## src/rtl/see_pkg.sv

```systemverilog
package see_pkg;
    localparam int REG_W     = 64;
    localparam int HDR_W     = 32;
    localparam int TX_W      = HDR_W + REG_W;
    localparam int BIT_CNT_W = $clog2(TX_W + 1);

    // control word field positions (bit 63 is the most significant)
    localparam int KEY_HI   = 63;
    localparam int KEY_LO   = 60;
    localparam int CSSEL_B  = 59;
    localparam int NACK_B   = 58;
    localparam int DONE_B   = 57;
    localparam int REQ_B    = 56;
    localparam int CNT_HI   = 34;
    localparam int CNT_LO   = 32;
    localparam int OP_HI    = 31;
    localparam int OP_LO    = 24;
    localparam int ADDR_HI  = 23;

    localparam logic [7:0] OPC_READ = 8'h03;

    typedef enum logic [1:0] {
        ST_IDLE,
        ST_SHIFT,
        ST_FINISH
    } eng_state_e;

    typedef struct packed {
        eng_state_e       st;
        logic [3:0]       key;
        logic             cs_sel;
        logic [2:0]       cnt;
        logic [7:0]       op;
        logic [23:0]      addr;
        logic             done;
        logic             nack;
        logic [REG_W-1:0] data;
    } eng_regs_t;

    // total bits on the wire: header plus payload, count 0 meaning eight bytes
    function automatic logic [BIT_CNT_W-1:0] frame_bits(input logic [2:0] cnt);
        logic [3:0] nbytes;
        nbytes = (cnt == 3'd0) ? 4'd8 : {1'b0, cnt};
        return BIT_CNT_W'(HDR_W) + {nbytes, 3'b000};
    endfunction
endpackage

```

## src/rtl/see_tick.sv

```systemverilog
module see_tick #(
    parameter int HALF_DIV = 2
) (
    input  logic clk,
    input  logic rst_n,
    input  logic en,
    output logic tick
);
    localparam int CW = (HALF_DIV > 1) ? $clog2(HALF_DIV) : 1;
    localparam logic [CW-1:0] LAST = CW'(HALF_DIV - 1);

    logic [CW-1:0] cnt_d, cnt_q;

    always_comb begin
        tick  = en && (cnt_q == LAST);
        cnt_d = cnt_q + 1'b1;
        if (!en || tick) begin
            cnt_d = '0;
        end
    end

    always_ff @(posedge clk or negedge rst_n) begin
        if (!rst_n) cnt_q <= '0;
        else        cnt_q <= cnt_d;
    end
endmodule

```

## src/rtl/see_serdes.sv

```systemverilog
module see_serdes
    import see_pkg::*;
(
    input  logic                 clk,
    input  logic                 rst_n,
    input  logic                 load,
    input  logic [TX_W-1:0]      load_frame,
    input  logic [BIT_CNT_W-1:0] load_bits,
    input  logic                 run,
    input  logic                 tick,
    input  logic                 miso,
    output logic                 sclk,
    output logic                 mosi,
    output logic                 rx_valid,
    output logic                 rx_bit,
    output logic                 last
);
    typedef struct packed {
        logic [TX_W-1:0]      tx;
        logic [BIT_CNT_W-1:0] sent;
        logic [BIT_CNT_W-1:0] total;
        logic                 ph;
    } ser_t;

    ser_t s_d, s_q;
    logic rise, fall;

    always_comb begin
        rise = run && tick && !s_q.ph;
        fall = run && tick && s_q.ph;
        s_d  = s_q;
        if (load) begin
            s_d.tx    = load_frame;
            s_d.sent  = '0;
            s_d.total = load_bits;
            s_d.ph    = 1'b0;
        end else if (rise) begin
            s_d.ph = 1'b1;
        end else if (fall) begin
            s_d.ph   = 1'b0;
            s_d.tx   = {s_q.tx[TX_W-2:0], 1'b0};
            s_d.sent = s_q.sent + 1'b1;
        end
    end

    always_ff @(posedge clk or negedge rst_n) begin
        if (!rst_n) s_q <= '0;
        else        s_q <= s_d;
    end

    assign sclk     = s_q.ph;
    assign mosi     = s_q.tx[TX_W-1];
    assign rx_valid = rise && (s_q.sent >= BIT_CNT_W'(HDR_W));
    assign rx_bit   = miso;
    assign last     = fall && (s_q.sent == s_q.total - 1'b1);
endmodule

```

## src/rtl/spi_eeprom_engine.sv

```systemverilog
module spi_eeprom_engine
    import see_pkg::*;
#(
    parameter int         HALF_DIV   = 2,
    parameter logic [3:0] UNLOCK_KEY = 4'h9
) (
    input  logic             clk,
    input  logic             rst_n,
    input  logic             wr_en,
    input  logic             wr_sel,
    input  logic [REG_W-1:0] wr_data,
    output logic [REG_W-1:0] ctrl_rd,
    output logic [REG_W-1:0] data_rd,
    output logic [1:0]       spi_cs_n,
    output logic             spi_sclk,
    output logic             spi_mosi,
    input  logic             spi_miso
);
    localparam int CS_N = 2;

    eng_regs_t r_d, r_q;
    logic busy, run, tick, load, rx_valid, rx_bit, last;
    logic [TX_W-1:0] load_frame;
    logic [BIT_CNT_W-1:0] load_bits;

    assign busy = (r_q.st != ST_IDLE);
    assign run  = (r_q.st == ST_SHIFT);

    see_tick #(.HALF_DIV(HALF_DIV)) u_tick (
        .clk  (clk),
        .rst_n(rst_n),
        .en   (busy),
        .tick (tick)
    );

    always_comb begin
        r_d        = r_q;
        load       = 1'b0;
        load_bits  = frame_bits(wr_data[CNT_HI:CNT_LO]);
        load_frame = {wr_data[OP_HI:0],
                      (wr_data[OP_HI:OP_LO] == OPC_READ) ? {REG_W{1'b0}} : r_q.data};

        if (wr_en && !busy) begin
            if (!wr_sel) begin
                r_d.key    = wr_data[KEY_HI:KEY_LO];
                r_d.cs_sel = wr_data[CSSEL_B];
                r_d.cnt    = wr_data[CNT_HI:CNT_LO];
                r_d.op     = wr_data[OP_HI:OP_LO];
                r_d.addr   = wr_data[ADDR_HI:0];
                if (wr_data[REQ_B]) begin
                    r_d.done = 1'b0;
                    if (wr_data[KEY_HI:KEY_LO] == UNLOCK_KEY) begin
                        r_d.nack = 1'b0;
                        r_d.st   = ST_SHIFT;
                        load     = 1'b1;
                        if (wr_data[OP_HI:OP_LO] == OPC_READ) begin
                            r_d.data = '0;
                        end
                    end else begin
                        r_d.nack = 1'b1;
                    end
                end
            end else begin
                r_d.data = wr_data;
            end
        end

        if (run) begin
            if (rx_valid && r_q.op == OPC_READ) begin
                r_d.data = {r_q.data[REG_W-2:0], rx_bit};
            end
            if (last) begin
                r_d.st = ST_FINISH;
            end
        end

        if (r_q.st == ST_FINISH && tick) begin
            r_d.st   = ST_IDLE;
            r_d.done = 1'b1;
        end
    end

    always_ff @(posedge clk or negedge rst_n) begin
        if (!rst_n) begin
            r_q    <= '0;
            r_q.st <= ST_IDLE;
        end else begin
            r_q <= r_d;
        end
    end

    see_serdes u_serdes (
        .clk       (clk),
        .rst_n     (rst_n),
        .load      (load),
        .load_frame(load_frame),
        .load_bits (load_bits),
        .run       (run),
        .tick      (tick),
        .miso      (spi_miso),
        .sclk      (spi_sclk),
        .mosi      (spi_mosi),
        .rx_valid  (rx_valid),
        .rx_bit    (rx_bit),
        .last      (last)
    );

    for (genvar g = 0; g < CS_N; g++) begin : g_cs
        assign spi_cs_n[g] = !(busy && (r_q.cs_sel == g[0]));
    end

    assign ctrl_rd = {r_q.key, r_q.cs_sel, r_q.nack, r_q.done, busy,
                      21'b0, r_q.cnt, r_q.op, r_q.addr};
    assign data_rd = r_q.data;
endmodule

```

## config.mk

```make
export PLATFORM = sky130hd
export DESIGN_NAME = spi_eeprom_engine
export DESIGN_NICKNAME = d
export VERILOG_FILES = /design/src/rtl/see_pkg.sv /design/src/rtl/see_tick.sv /design/src/rtl/see_serdes.sv /design/src/rtl/spi_eeprom_engine.sv
export SDC_FILE = /design/constraint.sdc
export NUM_CORES = 1
export LEC_CHECK = 0
export ABC_AREA = 1
export ABC_CLOCK_PERIOD_IN_PS = 2100
export BUFFER_PORTS_ARGS = -buffer_cell sky130_fd_sc_hd__buf_2
export CAP_MARGIN = 25
export CORE_MARGIN = 5
export CORE_UTILIZATION = 45
export CTS_CLUSTER_SIZE = 16
export DETAILED_ROUTE_END_ITERATION = 10
export PLACE_DENSITY = 0.76
export SETUP_SLACK_MARGIN = 0.3
export SLEW_MARGIN = 15
export SYNTH_ARGS = -nofsm -noshare
export SYNTH_HDL_FRONTEND = slang
export SYNTH_SLANG_ARGS = --single-unit
```

## constraint.sdc

```tcl
create_clock -name clk -period 2.1 [get_ports clk]
set_input_delay 0.105 -clock clk [delete_from_list [all_inputs] [get_ports clk]]
set_output_delay 0.105 -clock clk [all_outputs]
set_load 0.02 [all_outputs]
```

==> out/metrics.csv <==
metric,value,unit
status,completed,
endpoint class of the critical path,flop,
largest net degree at the start of global routing,82,
GR Overflow Total,0,
YS warnings,0,
Synth cell types,30,
H-tree Lvls,1,
Hold Crit Class,input pin to flop,
minimum clock period,1800,ps
Buf/Inv on CP,2,
final core utilization,0.527,
Hold Path Depth,5,
drt first pass iters,6,
global-route usage over all layers,0.196,
fin. max-slew vios,0,
die span in x,169,um
final WL,29.0,mm
Final ANT Viol Nets,0,
Fin Setup TNS,0,ps
top cell family by delay on the critical path,simple AND/OR/NAND/NOR gates,
final hold vios,0,
worst stage delay on the critical path,380,ps
RePlAce Congestion,0.784,
# DRC,0,
"commonest non-fill, non-tap cell in the layout",nand2_1,
Slowest cell on crit path,dfrtp_1,
Place WS,165,ps
core area,25100,sq um
Worst-Margin Slew,728,ps
vias per cell,4.97,
dominant cells by area after synthesis,"dfrtp_1 (48%), buf_4 (10%), nand2_1 (9.4%)",
RSZ-0062 raised after global routing,true,
initial core utilization,0.454,
die area,28600,sq um
clock sinks,217,
Peak VDD IR,0.598,mV
worst reg2reg path depth,8,
crit-path cells,nand2_1 -> nor2b_2 -> nand2_2 -> nor2_4 -> buf_4 -> clkbuf_16 -> nor2_1 -> a21oi_1,
Startpoint Class,flop,
Power Density,989,nW/um^2
Die Ht,169,um
worst skew pair latency,510,ps
register bit total from synthesis,217,
fmax,555,MHz
IO Pins,201,
Yosys top cell area share,0.476,
dominant cell type by area after synthesis,dfrtp_1,
initial DRC count,774,
CP required,2520,ps
final setup vio count,0,
vias in the first global route,9370,
fin crit share,0.858,
crit path DAT,2230,ps
clk_skew,11.0,ps
CTS Buf Count,25,
P_leak,7.04,nW
Nets,1674,
row count,58,
vias,9675,
Bufs on Longest Clock Path,3,
max-cap viol count,0,
first-pass GRT wire length,47.2,mm
total power,0.0131,W
Port Buffers,179,
ratio of cells with drive above 1 in the final layout,0.164,
Stages on worst setup path,8,
hpwl dp,17.8,mm
most frequent cells in the layout,"nand2_1 (283), nor2_1 (269), dfrtp_1 (216)",
Slew headroom,0.514,
worst setup margin,298,ps
worst setup path category,flop to flop,
initial antenna violation count,2,
area delta synth->final,16.0,%
sequential share of the synthesized area,0.476,
critical path peak fanout,32,
average routed wire per standard cell,14.9,um
Clock Tree Root,clkbuf_16,
syn avg cell area,7.64,sq um
"Cell Area, Synth",11400,sq um
clock-pin slew on the worst setup and hold paths,60,ps
cells after synthesis,1494,
CTS tree,done,
## report_power, final
group | internal (W) | switching [W]
sequential | 0.00528 | 0.000663
combinational | 0.00121 | 0.00199
clock | 0.00226 | 0.00167
total | 0.00875 | 0.00433
## sequential cells by signal, indices dropped and copies added (netlist names)
| register | count |
|---|---|
| r_q | 2 |
| u_serdes.s_q | 106 |
| u_serdes.sclk | 1 |
| u_tick.cnt_q | 1 |
| ctrl_rd | 42 |
| u_serdes.mosi | 1 |
| data_rd | 64 |
## synth_stat cells
master	number
nand2_1	285
nor2_1	270
dfrtp_1	217
nand3_1	169
buf_4	153
inv_1	146
a21oi_1	76
o21ai_0	55
clkbuf_1	33
o22ai_1	27
buf_2	23
inv_2	7
nand4_1	4
ha_1	3
nand3_2	3
nor3_1	3
nand2_2	2
nor2_2	2
nor2_4	2
or2_2	2
xnor2_1	2
xor2_1	2
a22oi_1	1
buf_6	1
conb_1	1
nand2_4	1
nand3b_1	1
nor2b_1	1
o211ai_1	1
o21ai_1	1
## layout make-up
type	instances	area, sq um
inverters	153	584
multi-input cells	934	4110
clock inverters	7	41.3
fillers	2403	11900
clock buffers	32	682
repair buffers	271	1970
diodes	1	2.50
flip-flops and latches	217	5430
well taps	330	413
## layer usage
| layer | GRT usage | vias to the layer above | wire length (um) |
|---|---|---|---|
| li1 | - | 4744 | - |
| met1 | 0.260 | 4563 | 12400 |
| met2 | 0.332 | 319 | 13800 |
| met3 | 0.0391 | 47 | 2090 |
| met4 | 0.0497 | 2 | 713 |
| met5 | 0 | - | 13 |
## timing repair
action                                 in CTS  in global routing
gates cloned                                0                  2
gates resized for setup                     4                 11
setup endpoints to repair                  83                107
setup buffers                               0                  1
pin swaps                                   0                  1
hold buffers                               66                  0
endpoints found under the hold margin     298                  0
## cells by family (layout without fill, tap and decap cells)
group | count (synthesis) | after routing | synth area share
compound gates | 161 | 161 | 0.0740
xor+xnor | 4 | 4 | 0.00307
fa+ha+maj | 3 | 3 | 0.00329
buf+inv | 363 | 463 | 0.173
flops | 217 | 217 | 0.476
other cells | 1 | 22 | 0.000329
simple gates | 745 | 745 | 0.270
## final timing paths
kind	start	end	slack, ps
max	ctrl_rd[24]	data_rd[37]	300
min	wr_data[58]	data_rd[58]	80
max reg2reg	ctrl_rd[24]	data_rd[37]	300
min reg2reg	ctrl_rd[62]	ctrl_rd[62]	480
max in group asynchronous	rst_n	r_q[107]	1260
min in group asynchronous	rst_n	ctrl_rd[5]	130
## stage by stage
step	cell area [sq um]	hold slack, ps	instances
3_3_place_gp	11700	80.1	1836
6_report	13200	76.5	1945
3_5_place_dp	11700	80.0	1836
4_1_cts	13100	36.8	1941
2_1_floorplan	11500	-191	1514
5_1_grt	13200	95.7	1945
## worst register-to-register path, stage by stage (launching register included)
cell and delay [ps]:
dfrtp_1 380, nand2_1 160, nor2b_2 190, nand2_2 110, nor2_4 210, buf_4 160, clkbuf_16 240, nor2_1 90
a21oi_1 190
Note: power is estimated with default switching activity, not from simulation.
